## src/rtl/bog_pkg.sv

```systemverilog
`timescale 1ns/1ps
package bog_pkg;
    typedef enum logic [1:0] {
        S_IDLE = 2'd0,
        S_RD   = 2'd1,
        S_WR   = 2'd2
    } bog_state_t;
endpackage

```

## src/rtl/bog_fsm.sv

```systemverilog
`timescale 1ns/1ps
module bog_fsm
    import bog_pkg::*;
(
    input  logic       clk,
    input  logic       rst_n,
    input  logic       proc_ld,
    input  logic       ctrl_ld,
    input  logic       adv,
    input  logic       wr,
    output bog_state_t state,
    output logic       load,
    output logic       step
);
    bog_state_t state_d;

    // state register
    always_ff @(posedge clk or negedge rst_n) begin
        if (!rst_n) state <= S_IDLE;
        else        state <= state_d;
    end

    // next state and outputs
    always_comb begin
        state_d = state;
        load    = proc_ld || ctrl_ld;
        step    = 1'b0;
        if (proc_ld) begin
            state_d = S_RD;                    // T_PROC_LOAD
        end else if (ctrl_ld) begin
            state_d = wr ? S_WR : S_RD;        // T_CTRL_WR / T_CTRL_RD
        end else begin
            unique case (state)                // T_HOLD
                S_IDLE:  step = 1'b0;
                S_RD:    step = adv && !wr;
                S_WR:    step = adv && wr;
                default: step = 1'b0;
            endcase
        end
    end

    // the processor strobe always opens a read burst
    assert_proc_read_R9: assert property (@(posedge clk) disable iff (!rst_n)
        proc_ld |=> state == S_RD);

    // controller strobe direction follows wr
    assert_ctrl_dir_R3: assert property (@(posedge clk) disable iff (!rst_n)
        (ctrl_ld && !proc_ld) |=> state == ($past(wr) ? S_WR : S_RD));

    // no step while idle
    assert_idle_nostep_R1: assert property (@(posedge clk) disable iff (!rst_n)
        (state == S_IDLE) |-> !step);
endmodule

```

## src/rtl/bog_seq.sv

```systemverilog
`timescale 1ns/1ps
module bog_seq #(
    parameter int OFS_W = 2
) (
    input  logic             clk,
    input  logic             rst_n,
    input  logic             load,
    input  logic             step,
    input  logic [OFS_W-1:0] start,
    input  logic             intl,
    output logic [OFS_W-1:0] ofs
);
    localparam logic [OFS_W-1:0] CNT_LAST = {OFS_W{1'b1}};

    logic [OFS_W-1:0] cnt_q;
    logic [OFS_W-1:0] start_q;
    logic [OFS_W-1:0] ofs_xor;
    logic [OFS_W-1:0] ofs_lin;

    always_ff @(posedge clk or negedge rst_n) begin
        if (!rst_n) begin
            cnt_q   <= '0;
            start_q <= '0;
        end else if (load) begin
            cnt_q   <= '0;
            start_q <= start;
        end else if (step) begin
            cnt_q   <= cnt_q + 1'b1;
        end
    end

    // interleaved order: bitwise XOR of start and beat count
    for (genvar b = 0; b < OFS_W; b++) begin : g_xor
        assign ofs_xor[b] = start_q[b] ^ cnt_q[b];
    end

    // linear order: sum wraps naturally at the offset width
    assign ofs_lin = start_q + cnt_q;
    assign ofs     = intl ? ofs_xor : ofs_lin;

    // count holds without a step or load
    assert_cnt_hold_R4: assert property (@(posedge clk) disable iff (!rst_n)
        (!load && !step) |=> $stable(cnt_q));

    // a step from the last beat returns to the first
    assert_cnt_wrap_R8: assert property (@(posedge clk) disable iff (!rst_n)
        (!load && step && cnt_q == CNT_LAST) |=> cnt_q == '0);
endmodule

```

## src/rtl/burst_ofs_gen.sv

```systemverilog
`timescale 1ns/1ps
module burst_ofs_gen
    import bog_pkg::*;
#(
    parameter int OFS_W = 2
) (
    input  logic             clk,
    input  logic             rst_n,
    input  logic             proc_ld,
    input  logic             ctrl_ld,
    input  logic [OFS_W-1:0] start_ofs,
    input  logic             adv,
    input  logic             wr,
    input  logic             order_intl,
    output logic [OFS_W-1:0] burst_ofs
);
    bog_state_t state;
    logic       load;
    logic       step;

    bog_fsm u_fsm (
        .clk     (clk),
        .rst_n   (rst_n),
        .proc_ld (proc_ld),
        .ctrl_ld (ctrl_ld),
        .adv     (adv),
        .wr      (wr),
        .state   (state),
        .load    (load),
        .step    (step)
    );

    bog_seq #(.OFS_W(OFS_W)) u_seq (
        .clk   (clk),
        .rst_n (rst_n),
        .load  (load),
        .step  (step),
        .start (start_ofs),
        .intl  (order_intl),
        .ofs   (burst_ofs)
    );

    // after a processor start the offset equals the captured start
    assert_proc_capture_R2: assert property (@(posedge clk) disable iff (!rst_n)
        proc_ld |=> burst_ofs == $past(start_ofs));

    // idle means offset zero in either order
    assert_idle_zero_R1: assert property (@(posedge clk) disable iff (!rst_n)
        (state == S_IDLE) |-> burst_ofs == '0);

    // a read burst with wr high does not move
    assert_rd_wr_block_R5: assert property (@(posedge clk) disable iff (!rst_n)
        (state == S_RD && wr && !proc_ld && !ctrl_ld) |=> !$past(step));
endmodule

```

## config.mk

```make
export PLATFORM = sky130hd
export DESIGN_NAME = burst_ofs_gen
export DESIGN_NICKNAME = d
export VERILOG_FILES = /design/src/rtl/bog_pkg.sv /design/src/rtl/bog_fsm.sv /design/src/rtl/bog_seq.sv /design/src/rtl/burst_ofs_gen.sv
export SDC_FILE = /design/constraint.sdc
export NUM_CORES = 1
export LEC_CHECK = 0
export ABC_AREA = 1
export BUFFER_PORTS_ARGS = -buffer_cell sky130_fd_sc_hd__buf_2
export CAP_MARGIN = 5
export CORE_AREA = 2 2 39 41
export CTS_CLUSTER_DIAMETER = 150
export DETAILED_ROUTE_END_ITERATION = 8
export DIE_AREA = 0 0 41 43
export GPL_TIMING_DRIVEN = 0
export HOLD_SLACK_MARGIN = 0.05
export PLACE_DENSITY = 0.56
export SYNTH_ARGS = -nofsm -noshare
export SYNTH_HDL_FRONTEND = slang
export SYNTH_SLANG_ARGS = --single-unit
```

## constraint.sdc

```tcl
create_clock -name clk -period 1.3 [get_ports clk]
set_input_delay 0.13 -clock clk [delete_from_list [all_inputs] [get_ports clk]]
set_output_delay 0.13 -clock clk [all_outputs]
set_load 0.005 [all_outputs]
```

Word level (Yosys, flattened, before mapping)
Index checks and enable logic that the tools add are counted.
{"block": "word_totals", "reg_bits": 6, "input_bits": 9, "out_inout_bits": 2}
{"block": "op_classes", "addsub": 2, "eq_ne": 2, "muxes": 9, "bitwise_logic": 2, "n_reduce_logical": 6}
{"cell": "$mux 2", "count": 6}
{"cell": "$reduce_bool 2->1", "count": 2}
{"cell": "$add 2x1->2 const B", "count": 1}
{"cell": "$add 2x2->2", "count": 1}
{"cell": "$eq 2x1->1 const B", "count": 1}
{"cell": "$eq 2x2->1 const B", "count": 1}
{"cell": "$logic_and 1x1->1", "count": 2}
{"cell": "$mux 1", "count": 2}
{"cell": "$pmux 1 s2", "count": 1}
{"cell": "$xor 1x1->1", "count": 2}
{"cell": "$logic_not 1->1", "count": 1}
{"cell": "$logic_or 1x1->1", "count": 1}

Depth between registers and ports, before layout
{"block": "logic_depth", "depth_word": 7, "mapped_depth": 8}

By module
Synthesis repeated with hierarchy kept, for this count alone.
{"block": "unflattened", "hier_cells": 54, "hier_area_um2": 357.8}
{"module": "bog_seq", "n_inst": 1, "cells_per_inst": 32, "area_each_um2": 220.2, "seq_area_each_um2": 100.1}
{"module": "bog_fsm", "n_inst": 1, "cells_per_inst": 22, "area_each_um2": 137.6, "seq_area_each_um2": 50.0}

Worst setup path after synthesis
Ideal clock, no wire load.
{"block": "synth_path", "path_kind": "register to register", "startpoint": "register u_fsm.state[0]", "endpoint": "register u_seq.cnt_q[0]", "t_arrival_ps": 947, "path_slack_ps": 236, "path_stages_with_launch": 7, "path_buffers": 0, "period_less_slack_ps": 1064, "path_cell_list": "dfrtp_1 -> inv_1 -> ha_1 -> nor2_1 -> nand3_2 -> nand4_1 -> nand2_1"}
{"block": "synth_between", "elab_chain_len": 5, "elab_cells_between_ends": 6, "cone_classes": "eq/ne: 2; mux: 3; reduce/logical: 1"}
{"element": "start, declared", "line": "bog_fsm.sv:11", "text": "output bog_state_t state,"}
{"element": "start signal, assigned", "line": "bog_fsm.sv:20", "text": "else state <= state_d;"}
{"element": "$eq 2x2->1 / $eq 2x1->1 (equally long branches)", "line": "bog_fsm.sv:33", "text": "unique case (state)"}
{"element": "$pmux 1 s2 *", "line": "bog_fsm.sv:33"}
{"element": "$mux 1 *", "line": "bog_fsm.sv:30", "text": "end else if (ctrl_ld) begin"}
{"element": "$mux 1 *", "line": "bog_fsm.sv:28", "text": "if (proc_ld) begin"}
{"element": "$reduce_bool 2->1 (no line) *"}
{"element": "end signal, assigned", "line": "bog_seq.sv:28", "text": "cnt_q <= cnt_q + 1'b1;"}
{"element": "end, declared", "line": "bog_seq.sv:15", "text": "logic [OFS_W-1:0] cnt_q;"}
Mark *: on every way between the ends. The rest lies on a longest branch, timed or not.
A chain may end at the register's enable or synchronous reset.

Worst setup path in the final report
{"block": "layout_path", "startpoint": "register u_seq.start_q[0]", "endpoint": "output port burst_ofs[1]"}
{"block": "layout_between", "elab_chain_len": 2}
{"element": "start, declared", "line": "bog_seq.sv:16", "text": "logic [OFS_W-1:0] start_q;"}
{"element": "start signal, assigned", "line": "bog_seq.sv:26", "text": "start_q <= start;"}
{"element": "$add 2x2->2", "line": "bog_seq.sv:38", "text": "assign ofs_lin = start_q + cnt_q;"}
{"element": "$mux 2", "line": "bog_seq.sv:39", "text": "assign ofs = intl ? ofs_xor : ofs_lin;"}
{"element": "end, declared", "line": "burst_ofs_gen.sv:15", "text": "output logic [OFS_W-1:0] burst_ofs"}
No other way between the ends.

==> metrics.md <==
| Metric | Value |
|---|---|
| Least-Margin Pin Slew | 0.167 ns |
| Vias in the first global route | 291 |
| Outcome | finished, violations left |
| Antenna fix cells | 0 |
| Via count | 309 |
| Drt wl/cell | 7.95 µm |
| Sequential fraction of the synthesis area | 42.4% |
| Crit path required time | 1.17 ns |
| Hold Crit Start | start_ofs[1] |
| H-tree depth | 1 |
| Crit path kind | flop to primary output |
| Synth Instances | 45 |
| Worst r2r src | u_fsm.state[0] |
| Fmax | 761 MHz |
| Most common cell in the netlist | nand2_1 |
| Syn Nets | 56 |
| Pin count of the biggest net entering global routing | 7 |
| Yosys top cell area share | 42.4% |
| Root Buffer | clkbuf_4 |
| Setup crit start | u_seq.start_q[0] |
| Die X | 41 µm |
| Row cnt | 14 |
| Drt pass-1 iters | 3 |
| Final min period | 1.31 ns |
| Place WS | 0.164 ns |
| Mapped Area | 354 µm² |
| Worst hold slack | 0.0892 ns |
| Crit path DAT | 1.18 ns |
| Most frequent cells after synthesis | 12 x nand2_1, 6 x dfrtp_1, 6 x inv_1, 6 x nor2_1, 3 x inv_2 |
| TNS Setup | -0.0133 ns |
| Skew-Pair Late Insertion Delay | 0.24 ns |
| Number of synthesized flops with an enable pin | 0 |
| Hold Crit Class | input port to flop |
| Mean Syn Cell Area | 7.87 µm² |
| Post-synthesis cell type count | 13 |
| Clock tree buffer depth | 2 |
| 1st-iter DRT viols | 1 |
| Failing checks | setup timing |
| Maximum VDD drop | 0.357 mV |
| Post-Route WL | 604 µm |
| First-pass GRT wire length | 1080 µm |
| Ports | 11 |
| Setup Viol. Count Final | 1 |
| Filler cell count | 155 |
| Hold-critical path depth | 3 |
| Crit share post-route | 101% |
| Core area | 1380 µm² |
| Core Util, Final | 33.5% |
| Area Overhead vs Synth | 31.1% |
| Final Hold Violating Endpoints | 0 |
| Synth async-reset ratio | 100% |
| Top_reg_cell synth | dfrtp_1 |
| Die Y | 43 µm |
| HPWL after DPL | 494 µm |
| Routability cong. | 0.645 |
| Grt total ovfl | 0 |
| Post-DRT Antenna Nets | 0 |
| Max-Cap Viols | 0 |
| Worst slew margin | 88.8% |
| #FFs+latches synth | 6 |
| GRT Overall Usage | 9.75% |
| CTS tree | built |
| Starting Density | 25.6% |
| Input/output buffers | 10 |
| Max FO, Critical Path | 2 |
| Top cells by area, synth | dfrtp_1 42%, nand2_1 13%, ha_1 7.1%, inv_1 6.4%, nor2_1 6.4% |
| Max-slew violations | 0 |
| Fraction of layout cells with a size suffix above 1 | 33.3% |
| Clock transition at the registers of the reported paths | 0.04 ns |
| DRC errors left | 0 |
| Setup crit end kind | primary output |
| Num CTS Buffers | 3 |
| FF-to-FF path depth | 6 |
| RR Endpoint | u_seq.cnt_q[1] |
| Die area | 1760 µm² |
| Initial antenna violation count | 0 |
| PwrDens | 1000 nW/µm² |
| P_leak | 0.269 nW |
| PnR worst setup slack | -0.0133 ns |
| Nets | 73 |
| RSZ-0062 raised after global routing | yes |
| Yosys Warn Count | 0 |
| Worst Hold End | u_seq.start_q[1] |
| Worst Setup Start Kind | flop |
| Cells resized by post-CTS repair | 0 |
| Clock skew | 0.0000465 ns |
| R2R Setup Slk | 0.14 ns |
| Vias per cell | 4.07 |
| Clock Sinks | 6 |
| Area leader, netlist | dfrtp_1 |
[critical path: stages, from the launching register on]
cell and delay [ns]:
dfrtp_1 0.38, ha_1 0.19, inv_1 0.05, nor2_1 0.04, xor2_1 0.13, inv_1 0.05
buf_2 0.12
[kinds of logic after synthesis]
family          count (synthesis)  synth area share, %
buf+inv                         9                 9.54
fa+ha+maj                       2                 7.07
xor+xnor                        3                 7.42
simple gates                   23                 30.0
compound gates                  2                 3.53
flops                           6                 42.4
[sequential cells by signal, summed over array words and instances (netlist names)]
signal         cells
u_fsm.state        2
u_seq.cnt_q        2
u_seq.start_q      2
[cell usage in the layout (no fill, tap or decap)]
cell and count:
buf_2 10, buf_4 1, clkbuf_4 3, dfrtp_1 6, dlygate4sd3_1 1, ha_1 2
inv_1 6, inv_2 3, nand2_1 12, nand2_2 1, nand3_2 2, nand4_1 2
nor2_1 6, o21ai_1 1, o21bai_1 1, xnor2_1 2, xor2_1 1
[per-layer routing]
| metal | global-route usage (%) | wire, µm |
|---|---|---|
| met1 | 11.3 | 255 |
| met2 | 12.8 | 309 |
| met3 | 1.57 | 27 |
| met4 | 12.0 | 12 |
| met5 | 0 | 0 |
[how the worst max path moves through the flow]
| stage | to | slack, ns | cells after the start |
|---|---|---|---|
| 6_report | burst_ofs[1] | -0.01 | 6 |
| 5_1_grt | burst_ofs[1] | -0.08 | 6 |
| 4_1_cts | burst_ofs[1] | -0.03 | 6 |
| 3_5_place_dp | u_seq.cnt_q[1] | 0.16 | 6 |
| 3_3_place_gp | u_seq.cnt_q[1] | 0.17 | 6 |
| 2_1_floorplan | u_seq.cnt_q[0] | 0.24 | 6 |
[metrics by stage]
step	total power [mW]	cell area, µm²	instances
finish	0.465	464	76
detailed placement	0.300	424	71
global placement	0.298	424	71
global route	0.501	464	76
CTS	0.477	464	76
floorplan	0.265	354	45
[where the power goes]
group	total (mW)	switching, mW	internal [mW]	leakage [nW]
sequential	0.209	0.00836	0.201	0.0739
combinational	0.0924	0.0470	0.0454	0.181
clock	0.163	0.0590	0.104	0.0138
[area by class of cell]
| type | count | area [µm²] | area share, % |
|---|---|---|---|
| Clock buffer | 3 | 22.5 | 4.85 |
| Sequential cell | 6 | 150 | 32.3 |
| Timing Repair Buffer | 12 | 67.6 | 14.6 |
| Inverter | 9 | 33.8 | 7.28 |
| Tap cell | 16 | 20.0 | 4.31 |
| Multi-Input combinational cell | 30 | 170 | 36.7 |
[what timing repair did]
action / in CTS / in global routing
endpoints found under the hold margin: 6 / 0
setup endpoints to repair: 1 / 1
setup buffers: 1 / 0
hold buffers: 1 / 0
Power figures use the tool's default switching activity.
